`src/rtl/drive_irq_pkg.sv`:
```
package drive_irq_pkg;

  // Number of implemented request sources and the bit position of the lowest.
  localparam int NSRC   = 7;
  localparam int LO_BIT = 25;

  // Index of each source inside the NSRC-wide internal vectors.
  // Word bit position = LO_BIT + index.
  localparam int S_OVF  = 0;  // bit 25
  localparam int S_SECT = 1;  // bit 26
  localparam int S_RXD  = 2;  // bit 27
  localparam int S_TXD  = 3;  // bit 28
  localparam int S_STAT = 4;  // bit 29
  localparam int S_CMD  = 5;  // bit 30
  localparam int S_SUBC = 6;  // bit 31

  localparam logic [NSRC-1:0] PIO_ONLY = (NSRC'(1) << S_CMD) | (NSRC'(1) << S_STAT);
  localparam logic [NSRC-1:0] DMA_ONLY = (NSRC'(1) << S_TXD) | (NSRC'(1) << S_RXD);

  typedef enum logic { XFER_DMA = 1'b0, XFER_PIO = 1'b1 } xfer_mode_e;

  // Drop events that do not belong to the selected transfer mode.
  function automatic logic [NSRC-1:0] gate_by_mode(input logic [NSRC-1:0] raw,
                                                   input xfer_mode_e mode);
    logic [NSRC-1:0] blocked;
    blocked = (mode == XFER_PIO) ? DMA_ONLY : PIO_ONLY;
    return raw & ~blocked;
  endfunction

  // Next state of one request bit; a set beats a clear in the same cycle.
  function automatic logic req_next(input logic q, input logic s, input logic c);
    return s | (q & ~c);
  endfunction

  // Reduce the enabled requests to one interrupt level.
  function automatic logic any_enabled(input logic [31:0] req, input logic [31:0] msk);
    return |(req & msk);
  endfunction

endpackage

```
`src/rtl/drive_irq_set_gate.sv`:
```
module drive_irq_set_gate
  import drive_irq_pkg::*;
(
  input  logic            pio_mode,
  input  logic            ev_subcode,
  input  logic            ev_cmd_done,
  input  logic            ev_stat_pend,
  input  logic            ev_tx_dma_done,
  input  logic            ev_rx_dma_done,
  input  logic            ev_sect_dma_done,
  input  logic            ev_dma_ovf,
  output logic [NSRC-1:0] set_v
);
  logic [NSRC-1:0] raw;
  xfer_mode_e      mode;

  always_comb begin
    raw         = '0;
    raw[S_SUBC] = ev_subcode;
    raw[S_CMD]  = ev_cmd_done;
    raw[S_STAT] = ev_stat_pend;
    raw[S_TXD]  = ev_tx_dma_done;
    raw[S_RXD]  = ev_rx_dma_done;
    raw[S_SECT] = ev_sect_dma_done;
    raw[S_OVF]  = ev_dma_ovf;
  end

  assign mode  = pio_mode ? XFER_PIO : XFER_DMA;
  assign set_v = gate_by_mode(raw, mode);
endmodule

```
`src/rtl/drive_irq_clr_decode.sv`:
```
module drive_irq_clr_decode
  import drive_irq_pkg::*;
(
  input  logic            acc_pio_wr,
  input  logic            acc_pio_rd,
  input  logic            rsp_data_left,
  input  logic            acc_tx_end_wr,
  input  logic            acc_rx_end_wr,
  input  logic            acc_blk_en_wr,
  input  logic            acc_subcode_ack,
  input  logic            acc_ovf_ack,
  output logic [NSRC-1:0] clr_v
);
  // The status-pending bit drops only once the last response byte is taken.
  logic rd_drained;
  assign rd_drained = acc_pio_rd & ~rsp_data_left;

  always_comb begin
    clr_v         = '0;
    clr_v[S_SUBC] = acc_subcode_ack;
    clr_v[S_CMD]  = acc_pio_wr;
    clr_v[S_STAT] = rd_drained;
    clr_v[S_TXD]  = acc_tx_end_wr;
    clr_v[S_RXD]  = acc_rx_end_wr;
    clr_v[S_SECT] = acc_blk_en_wr;
    clr_v[S_OVF]  = acc_ovf_ack;
  end
endmodule

```
`src/rtl/drive_irq_req_reg.sv`:
```
module drive_irq_req_reg
  import drive_irq_pkg::*;
#(
  parameter int W = 32
) (
  input  logic            clk,
  input  logic            rst_n,
  input  logic [NSRC-1:0] set_v,
  input  logic [NSRC-1:0] clr_v,
  output logic [W-1:0]    req_q
);
  localparam int HI_BIT = LO_BIT + NSRC - 1;

  for (genvar i = 0; i < W; i++) begin : g_bit
    if (i >= LO_BIT && i <= HI_BIT) begin : g_impl
      logic q;
      always_ff @(posedge clk) begin
        if (!rst_n) q <= 1'b0;
        else        q <= req_next(q, set_v[i-LO_BIT], clr_v[i-LO_BIT]);
      end
      assign req_q[i] = q;
    end else begin : g_tie
      assign req_q[i] = 1'b0;
    end
  end
endmodule

```
`src/rtl/drive_irq_out.sv`:
```
module drive_irq_out
  import drive_irq_pkg::*;
#(
  parameter int W = 32
) (
  input  logic         clk,
  input  logic         rst_n,
  input  logic         mask_wr,
  input  logic [W-1:0] mask_wdata,
  input  logic [W-1:0] req_q,
  output logic [W-1:0] mask_q,
  output logic         irq_q
);
  always_ff @(posedge clk) begin
    if (!rst_n)       mask_q <= '0;
    else if (mask_wr) mask_q <= mask_wdata;
  end

  always_ff @(posedge clk) begin
    if (!rst_n) irq_q <= 1'b0;
    else        irq_q <= any_enabled(req_q, mask_q);
  end
endmodule

```
`src/rtl/drive_irq_ctrl.sv`:
```
module drive_irq_ctrl
  import drive_irq_pkg::*;
(
  input  logic        clk,
  input  logic        rst_n,
  input  logic        pio_mode,
  input  logic        ev_subcode,
  input  logic        ev_cmd_done,
  input  logic        ev_stat_pend,
  input  logic        ev_tx_dma_done,
  input  logic        ev_rx_dma_done,
  input  logic        ev_sect_dma_done,
  input  logic        ev_dma_ovf,
  input  logic        acc_pio_wr,
  input  logic        acc_pio_rd,
  input  logic        rsp_data_left,
  input  logic        acc_tx_end_wr,
  input  logic        acc_rx_end_wr,
  input  logic        acc_blk_en_wr,
  input  logic        acc_subcode_ack,
  input  logic        acc_ovf_ack,
  input  logic        mask_wr,
  input  logic [31:0] mask_wdata,
  output logic [31:0] mask_rdata,
  output logic [31:0] req_rdata,
  output logic        irq_out
);
  localparam int W = 32;

  // Named internal events, visible to the bound checker.
  logic [NSRC-1:0] set_v;
  logic [NSRC-1:0] clr_v;
  logic [W-1:0]    req_q;
  logic [W-1:0]    mask_q;
  logic            irq_q;

  drive_irq_set_gate u_set (
    .pio_mode         (pio_mode),
    .ev_subcode       (ev_subcode),
    .ev_cmd_done      (ev_cmd_done),
    .ev_stat_pend     (ev_stat_pend),
    .ev_tx_dma_done   (ev_tx_dma_done),
    .ev_rx_dma_done   (ev_rx_dma_done),
    .ev_sect_dma_done (ev_sect_dma_done),
    .ev_dma_ovf       (ev_dma_ovf),
    .set_v            (set_v)
  );

  drive_irq_clr_decode u_clr (
    .acc_pio_wr      (acc_pio_wr),
    .acc_pio_rd      (acc_pio_rd),
    .rsp_data_left   (rsp_data_left),
    .acc_tx_end_wr   (acc_tx_end_wr),
    .acc_rx_end_wr   (acc_rx_end_wr),
    .acc_blk_en_wr   (acc_blk_en_wr),
    .acc_subcode_ack (acc_subcode_ack),
    .acc_ovf_ack     (acc_ovf_ack),
    .clr_v           (clr_v)
  );

  drive_irq_req_reg #(.W(W)) u_req (
    .clk   (clk),
    .rst_n (rst_n),
    .set_v (set_v),
    .clr_v (clr_v),
    .req_q (req_q)
  );

  drive_irq_out #(.W(W)) u_out (
    .clk        (clk),
    .rst_n      (rst_n),
    .mask_wr    (mask_wr),
    .mask_wdata (mask_wdata),
    .req_q      (req_q),
    .mask_q     (mask_q),
    .irq_q      (irq_q)
  );

  assign req_rdata  = req_q;
  assign mask_rdata = mask_q;
  assign irq_out    = irq_q;
endmodule

```
`config.mk`:
```
export PLATFORM = sky130hd
export DESIGN_NAME = drive_irq_ctrl
export DESIGN_NICKNAME = d
export VERILOG_FILES = /design/src/rtl/drive_irq_pkg.sv /design/src/rtl/drive_irq_set_gate.sv /design/src/rtl/drive_irq_clr_decode.sv /design/src/rtl/drive_irq_req_reg.sv /design/src/rtl/drive_irq_out.sv /design/src/rtl/drive_irq_ctrl.sv
export SDC_FILE = /design/constraint.sdc
export NUM_CORES = 1
export LEC_CHECK = 0
export ABC_AREA = 0
export BUFFER_PORTS_ARGS = -buffer_cell sky130_fd_sc_hd__buf_2
export CAP_MARGIN = 0
export CORE_MARGIN = 4
export CORE_UTILIZATION = 44
export CTS_CLUSTER_SIZE = 12
export DETAILED_ROUTE_END_ITERATION = 7
export HOLD_SLACK_MARGIN = 0.06
export PLACE_DENSITY = 0.92
export SLEW_MARGIN = 20
export SYNTH_ARGS = -nofsm -noshare
export SYNTH_HDL_FRONTEND = slang
export SYNTH_SLANG_ARGS = --single-unit
```
`constraint.sdc`:
```
create_clock -name clk -period 2.1 [get_ports clk]
set_input_delay 0.315 -clock clk [delete_from_list [all_inputs] [get_ports clk]]
set_output_delay 0.315 -clock clk [all_outputs]
set_load 0.005 [all_outputs]
```
* Word level (Yosys, flattened, before mapping)
Cells that the tools add are included.
Word-level totals: flip-flop bits (word level) 40, input bits 51, output and inout port bits 65, logic and storage cells 38
Cells by class: mux-type cells 2, bitwise gates (word level) 26, reductions and logical operators 1
Operators by type and width (number):
- $and A32 B32 Y32 | 1
- $reduce_or A32 Y1 | 1
- $and A1 B1 Y1 | 8
- $not A1 Y1 | 8
- $and A7 B7 Y7 | 1
- $not A7 Y7 | 1
- $or A1 B1 Y1 | 7
- $mux W6 | 1
- $mux W1 | 1

* Depth between registers and ports, before layout
Gate-level depths: netlist of the first run.
word-level depth 5, gate-level depth with buffers 4, gate-level depth less buffers 3

* Hierarchy
From an unflattened synthesis of the first run, not the netlist that was laid out.
Unflattened totals: cells, all modules 194, area total of the unflattened synthesis 1985.7 um^2
By module, submodules not included:
- drive_irq_out | instances 1, cells each 125, area each 1391.3 um^2, sequential area each 660.6 um^2
- drive_irq_req_reg | instances 1, cells each 54, area each 480.5 um^2, sequential area each 140.1 um^2
- drive_irq_clr_decode | instances 1, cells each 8, area each 66.3 um^2, sequential area each 0.0 um^2
- drive_irq_set_gate | instances 1, cells each 7, area each 47.5 um^2, sequential area each 0.0 um^2

* Least setup slack after synthesis of the first run
OpenSTA, ideal clock, no wires.
path type input-to-reg, start point in mask_wr, end point reg u_out.mask_q[0], setup time 0.128 ns, arrival 0.780 ns, data required time 1.972 ns, setup slack 1.192 ns, stages on the path 4, buffers on the path 2, cells stage by stage buf_6 > buf_12 > mux2i_1 > nor2_1
RTL lines:
- start, declared | RTL line drive_irq_ctrl.sv:22 | input logic mask_wr,
- end signal, assigned | RTL line drive_irq_out.sv:16 | else if (mask_wr) mask_q <= mask_wdata;
- end, declared | RTL line drive_irq_out.sv:11 | output logic [W-1:0] mask_q,

* Worst setup path in the final report of the first run
start point reg u_out.mask_q[30], end point out mask_rdata[30]
RTL lines:
- end, declared | RTL line drive_irq_ctrl.sv:24 | output logic [31:0] mask_rdata,
No word-level cell between the ends.

==> run metrics, run 1 <==
Final GP Congestion=0.7564; most frequent cell after synthesis=dfxtp_1; Clk Latency, worst-skew pair=0.28 ns; required time of the critical path=1.78 ns; Post-synth EDFFs=0; first-pass GRT wire length=5506 um; hold path endpoint=u_req.g_bit[31].g_impl.q; Arrival @ worst endpoint=0.80 ns; worst-case clock buffer depth=2; average cell area after synthesis=9.966 um^2; Netlist Area Pre-Place=1714 um^2; max-cap viol count=0; GRT Overall Usage=14.03%; cells on worst reg2reg path=2; Crit-path slowest cell=dfxtp_1; Die ar.=4958 um^2; Worst setup SP type=flip-flop; fmax=893.9 MHz; vias in the first global route=1205; worst-path fanout max=3; IO Port Bufs=90; switching share of power=22.90%; total power density per cell area=774.6 nW/um^2; CTS-repair resized insts=0; H-tree lvl count=2; initial cell density of the core=46.13%; hold path depth=3; hold path start=ev_subcode; Synth area leader=dfxtp_1; status=finished clean; Mapped Cells=172; setup TNS=0 ns; RSZ-0062 raised after global routing=false; critical-path cell list=buf_2; Core Rows=22; max incr delay on CP=0.38 ns; Post-CTS Setup Inserts=0; Setup WS post-layout=0.9813 ns; sequential cell area=800.8 um^2; core area=3716 um^2; largest vdd supply drop=0.3468 mV; Tot Pwr=1.643 mW; HPWL Detailed=2758 um; P_int=1.266 mW; Reg power frac=50.6%; Commonest cells post-synth=dfxtp_1, nor2_1, buf_4, mux2i_1, a21oi_1; critical path type=reg2out; min Tclk post-route=1.119 ns; initial antenna violation count=0; YS warnings=0; post-synth top area share=46.72%; Final Skew=0.003515 ns; switching power=0.3763 mW; top post-synthesis cells by area=dfxtp_1, mux2i_1, buf_4, nor2_1, buf_12; WL final=3584 um; ys async rst share=0%; CTS Hold Bufs=0; Yosys cell types=17; P&R area growth vs syn=23.72%; final slew viol count=0; Comb power frac=12.6%; multi-input logic area=655.6 um^2; Place WS=0.7500 ns; Clock Power Share=36.8%; Seq/Total Area, Yosys=46.72%; share of cells above drive strength 1=38.67%; Min-Delay Path Class=in2reg; post-route ant nets=0; CTS tree=done; dominant synthesized flop cell=dfxtp_1; CTS Sinks=40; Pre-Repair DR Iteration Count=4; Yosys reg bits=40; vias=1315; final worst-path cycle share=53.27%; Die H=70.42 um; DRC Markers=0; Worst Setup End Kind=output port; post-DR vias/cell=4.326; 1st-iter DRT viols=77; drt wl/cell=11.79 um; grt ovf=0; # IOs=116; final hold viol count=0; Worst-path clk slew=0.08 ns; fillers=350; Root Buffer Master=clkbuf_8; ant diodes=0; Buf/Inv on CP=1; die width=70.42 um; worst r2r dst=u_out.irq_q; cell family with most CP delay=flip-flops; NumNets Final=306; pin count of the biggest net entering global routing=41; Final setup viols=0; total CTS buffers=5; worst flop-to-flop path startpoint=u_req.g_bit[27].g_impl.q; R2R setup slack=1.15 ns; leakage=1.186 nW
## cells by family (layout without fill, tap and decap cells)
logic type / after synthesis / in the layout / share of synthesized area [%]
other: 1 / 25 / 0.2188
AND/OR/NAND/NOR: 42 / 42 / 9.927
multiplexers: 32 / 32 / 18.69
AO/OA/AOI/OAI: 12 / 12 / 4.160
buffers and inverters: 45 / 105 / 20.29
flip-flops: 40 / 40 / 46.72
## routing by layer
metal | share of wire, % | up-vias | global-route usage (%) | wire (um)
met4 | 1.7 | 0 | 6.383 | 60
met2 | 50 | 63 | 24.01 | 1779
li1 | - | 665 | - | -
met3 | 9.9 | 4 | 4.317 | 355
met5 | 0 | - | 0 | 0
met1 | 39 | 583 | 15.78 | 1389
## worst max path at each step
stage	startpoint	slack (ns)	cells past startpoint	end
floorplan	mask_wr	1.19	4	u_out.mask_q[0]
global route	u_out.mask_q[28]	0.93	1	mask_rdata[28]
global placement	mask_wr	0.78	4	u_out.mask_q[16]
CTS	u_out.mask_q[30]	0.96	1	mask_rdata[30]
detailed placement	mask_wr	0.75	4	u_out.mask_q[20]
finish	u_out.mask_q[30]	0.98	1	mask_rdata[30]
## flip-flops by register name (all words and copies together) (netlist names)
name                  cells
u_out.irq_q               1
u_out.mask_q             32
u_req.g_bit.g_impl.q      7
## cell type report
cell class	instances	share of cell area, %
well taps	48	2.832
repair buffers	92	22.54
clock buffers	6	3.422
multi-input cells	111	30.91
inverters	5	0.8850
flip-flops and latches	40	37.76
clock inverters	2	1.652
## placed cells by master (no fill, tap or decap)
cell type / Yosys / layout
o21ai_0: 1 / 1
a31oi_1: 1 / 1
bufinv_16: 0 / 1
nand2b_1: 5 / 5
inv_1: 5 / 5
buf_12: 3 / 1
a21oi_1: 7 / 7
conb_1: 1 / 25
buf_4: 32 / 1
a222oi_1: 1 / 1
nor2_1: 35 / 35
nand2_1: 2 / 2
dfxtp_1: 40 / 40
buf_2: 2 / 90
clkinv_2: 0 / 1
a22oi_1: 2 / 2
clkbuf_8: 0 / 5
clkbuf_1: 2 / 1
mux2i_1: 32 / 32
## power groups by stage
stage / clock network [mW] / registers [mW] / logic [mW]
after floorplan: 0 / 0.849 / 0.157
after global placement: 0 / 0.847 / 0.203
after detailed placement: 0 / 0.849 / 0.209
after CTS: 0.624 / 0.832 / 0.210
after global routing: 0.656 / 0.838 / 0.232
final: 0.604 / 0.831 / 0.208
## per-stage QoR
step | hold slack (ns) | util [%] | std cells | instance area [um^2]
global route | 0.2349 | 57.07 | 304 | 2121
floorplan | 0.4324 | - | 196 | 1804
detailed placement | 0.4746 | 54.18 | 296 | 2013
CTS | 0.2258 | 57.07 | 304 | 2121
finish | 0.2383 | 57.07 | 304 | 2121
global placement | 0.4666 | 54.18 | 296 | 2013
Note: power is estimated with default switching activity, not from simulation.
==> inputs of run 2 (changes only) <==
--- a/config.mk
+++ b/config.mk
@@ -5,15 +5,15 @@
 export SDC_FILE = /design/constraint.sdc
 export NUM_CORES = 1
 export LEC_CHECK = 0
-export ABC_AREA = 0
+export ABC_AREA = 1
 export BUFFER_PORTS_ARGS = -buffer_cell sky130_fd_sc_hd__buf_2
 export CAP_MARGIN = 0
 export CORE_MARGIN = 4
-export CORE_UTILIZATION = 44
+export CORE_UTILIZATION = 41
 export CTS_CLUSTER_SIZE = 12
 export DETAILED_ROUTE_END_ITERATION = 7
 export HOLD_SLACK_MARGIN = 0.06
-export PLACE_DENSITY = 0.92
+export PLACE_DENSITY = 0.87
 export SLEW_MARGIN = 20
 export SYNTH_ARGS = -nofsm -noshare
 export SYNTH_HDL_FRONTEND = slang
==> constraint.sdc (replaced) <==
create_clock -name clk -period 1.05 [get_ports clk]
set_input_delay 0.1575 -clock clk [delete_from_list [all_inputs] [get_ports clk]]
set_output_delay 0.1575 -clock clk [all_outputs]
set_load 0.005 [all_outputs]
==> run metrics, run 2 <==
P_int=2.357 mW (+86%); vias in the first global route=1406 (+17%); final worst-path cycle share=89.40%; critical-path cell list=buf_2; Clock Power Share=32.8% (-4.0 points); initial cell density of the core=42.29% (-3.8 points); P&R area growth vs syn=24.11%; post-DR vias/cell=4.377 (+1.2%); worst-path fanout max=3 (unchanged); multi-input logic area=616.8 um^2 (-5.9%); most frequent cell after synthesis=nor2_1; total power density per cell area=1489 nW/um^2 (+92%); share of cells above drive strength 1=33.11% (-5.6 points); Root Buffer Master=clkbuf_8; Final setup viols=0 (unchanged); average cell area after synthesis=7.654 um^2 (-23%); Final Skew=0.006795 ns (+0.003281 ns); switching power=0.7685 mW (+100%); pin count of the biggest net entering global routing=33 (-20%); largest vdd supply drop=0.8926 mV (+160%); initial antenna violation count=0 (unchanged); CTS tree=done; Worst Setup End Kind=output port; global routing usage on met1=18.38% (+2.6 points); Worst setup SP type=flip-flop; GRT met3 Usage=5.679% (+1.4 points); first-pass GRT wire length=5961 um (+8.3%); DRC Markers=0 (unchanged); Die ar.=5218 um^2 (+5.2%); critical path type=reg2out; Die H=72.24 um (+2.6%); # IOs=116 (unchanged); ant diodes=0 (unchanged); largest registers=u_out.mask_q: 32 flops, u_req.g_bit.g_impl.q: 7 flops, u_out.irq_q: 1 flops; leakage=1.163 nW (-2.0%); max-cap viol count=0 (unchanged); Largest register FFs=32 (unchanged); dominant synthesized flop cell=dfxtp_1; status=finished clean; met2 Use GR=22.55% (-1.5 points); most frequent cells in the layout=buf_2, nor2_1, dfxtp_1, o21ai_0, conb_1; CTS Hold Bufs=0 (unchanged); cell family with most CP delay=flip-flops; grt ovf=0 (unchanged); fin util=52.49% (-4.6 points); Crit-path slowest cell=dfxtp_1; Min-Delay Path Class=in2reg; Worst-path clk slew=0.07 ns (about the same); Most Crowded Layer GR=met2; sequential cell area=800.8 um^2 (unchanged); CTS-repair resized insts=0 (unchanged); Clk Latency, worst-skew pair=0.28 ns (about the same); Arrival @ worst endpoint=0.78 ns (-0.02 ns); NumNets Final=355 (+16%); CTS Sinks=40 (unchanged); Mapped Cells=221 (+28%); Final GP Congestion=0.7896 (+4.4%); H-tree lvl count=2 (unchanged); Synth area leader=dfxtp_1; ys async rst share=0% (unchanged); Tightest Pin Transition=0.5363 ns; R2R setup slack=0.30 ns (-0.85 ns); Reg power frac=53.7% (+3.1 points); GRT Overall Usage=14.41% (+0.39 points); Commonest cells post-synth=nor2_1, dfxtp_1, o21ai_0; Buf/Inv on CP=1 (unchanged); IO Port Bufs=90 (unchanged); vias=1554 (+18%); Pre-Repair DR Iteration Count=4 (unchanged); die width=72.24 um (+2.6%); Yosys cell types=13 (-4); post-route ant nets=0 (unchanged); Netlist Area Pre-Place=1692 um^2 (-1.3%); worst-case clock buffer depth=2 (unchanged); setup TNS=0 ns (unchanged); min Tclk post-route=0.9387 ns; Place WS=0.09211 ns (-0.6579 ns); final slew viol count=0 (unchanged); Post-synth EDFFs=0 (unchanged); required time of the critical path=0.89 ns (-0.89 ns); post-synth top area share=47.34% (+0.62 points); Biggest register=u_out.mask_q; fmax=1065 MHz; Yosys reg bits=40 (unchanged); RSZ-0062 raised after global routing=false; total CTS buffers=5 (unchanged); Setup WS post-layout=0.1113 ns (-0.8700 ns); WL final=3757 um (+4.8%); top post-synthesis cells by area=dfxtp_1, nor2_1, buf_4, o21ai_0, inv_1; YS warnings=0 (unchanged); Post-CTS Setup Inserts=0 (unchanged); max incr delay on CP=0.36 ns (-0.02 ns); HPWL Detailed=2916 um (+5.7%); drt wl/cell=10.58 um (-10%); switching share of power=24.59% (+1.7 points); Comb power frac=13.6% (+1.0 points); Core Rows=23 (+4.5%); 1st-iter DRT viols=69 (-10%); Seq/Total Area, Yosys=47.34% (+0.62 points); WHS=0.07540 ns (-0.1629 ns); Slew HR=64.19%; core area=4000 um^2 (+7.6%); final hold viol count=0 (unchanged); commonest non-fill, non-tap cell in the layout=buf_2; fillers=396 (+13%)
==> run 2: worst paths after layout <==
check                                               from                        to  cells after the start
worst max register to register  u_req.g_bit[30].g_impl.q               u_out.irq_q                      4
worst min register to register  u_req.g_bit[30].g_impl.q  u_req.g_bit[30].g_impl.q                      2
worst max-delay path            u_req.g_bit[26].g_impl.q             req_rdata[26]                      1
worst min-delay path                          ev_dma_ovf  u_req.g_bit[25].g_impl.q                      3
==> run 2: kinds of logic (layout without fill, tap and decap cells) <==
logic type,after synthesis,after routing,share of synthesized area (%)
AO/OA/AOI/OAI,41,41,12.28
other,1,25,0.2217
AND/OR/NAND/NOR,84,84,18.64
flip-flops,40,40,47.34
buffers and inverters,55,115,21.52
==> run 2: per-layer routing <==
layer	wire length [um]	vias up
li1	-	793
met1	1562	678
met2	1701	76
met3	458	7
met4	34	0
met5	0	-
==> run 2: stage by stage <==
stage	instance area (um^2)	power, mW	instances
final	2100	3.126	355
after global placement	2006	2.126	347
after floorplan	1782	2.003	245
after global routing	2100	3.324	355
after CTS	2100	3.178	355
after detailed placement	2006	2.139	347
==> run 2: cell type report <==
type | instances | area share [%]
inverters | 14 | 2.503
clock inverters | 1 | 0.3576
clock buffers | 7 | 4.112
flip-flops and latches | 40 | 38.14
multi-input cells | 150 | 29.38
well taps | 50 | 2.980
repair buffers | 93 | 22.53
==> run 2: power groups by stage <==
stage	Sequential [mW]	Clock, mW	Combinational [mW]
2_1_floorplan	1.71	0	0.288
3_3_place_gp	1.71	0	0.418
3_5_place_dp	1.71	0	0.428
4_1_cts	1.68	1.07	0.428
5_1_grt	1.69	1.14	0.489
6_report	1.68	1.02	0.424
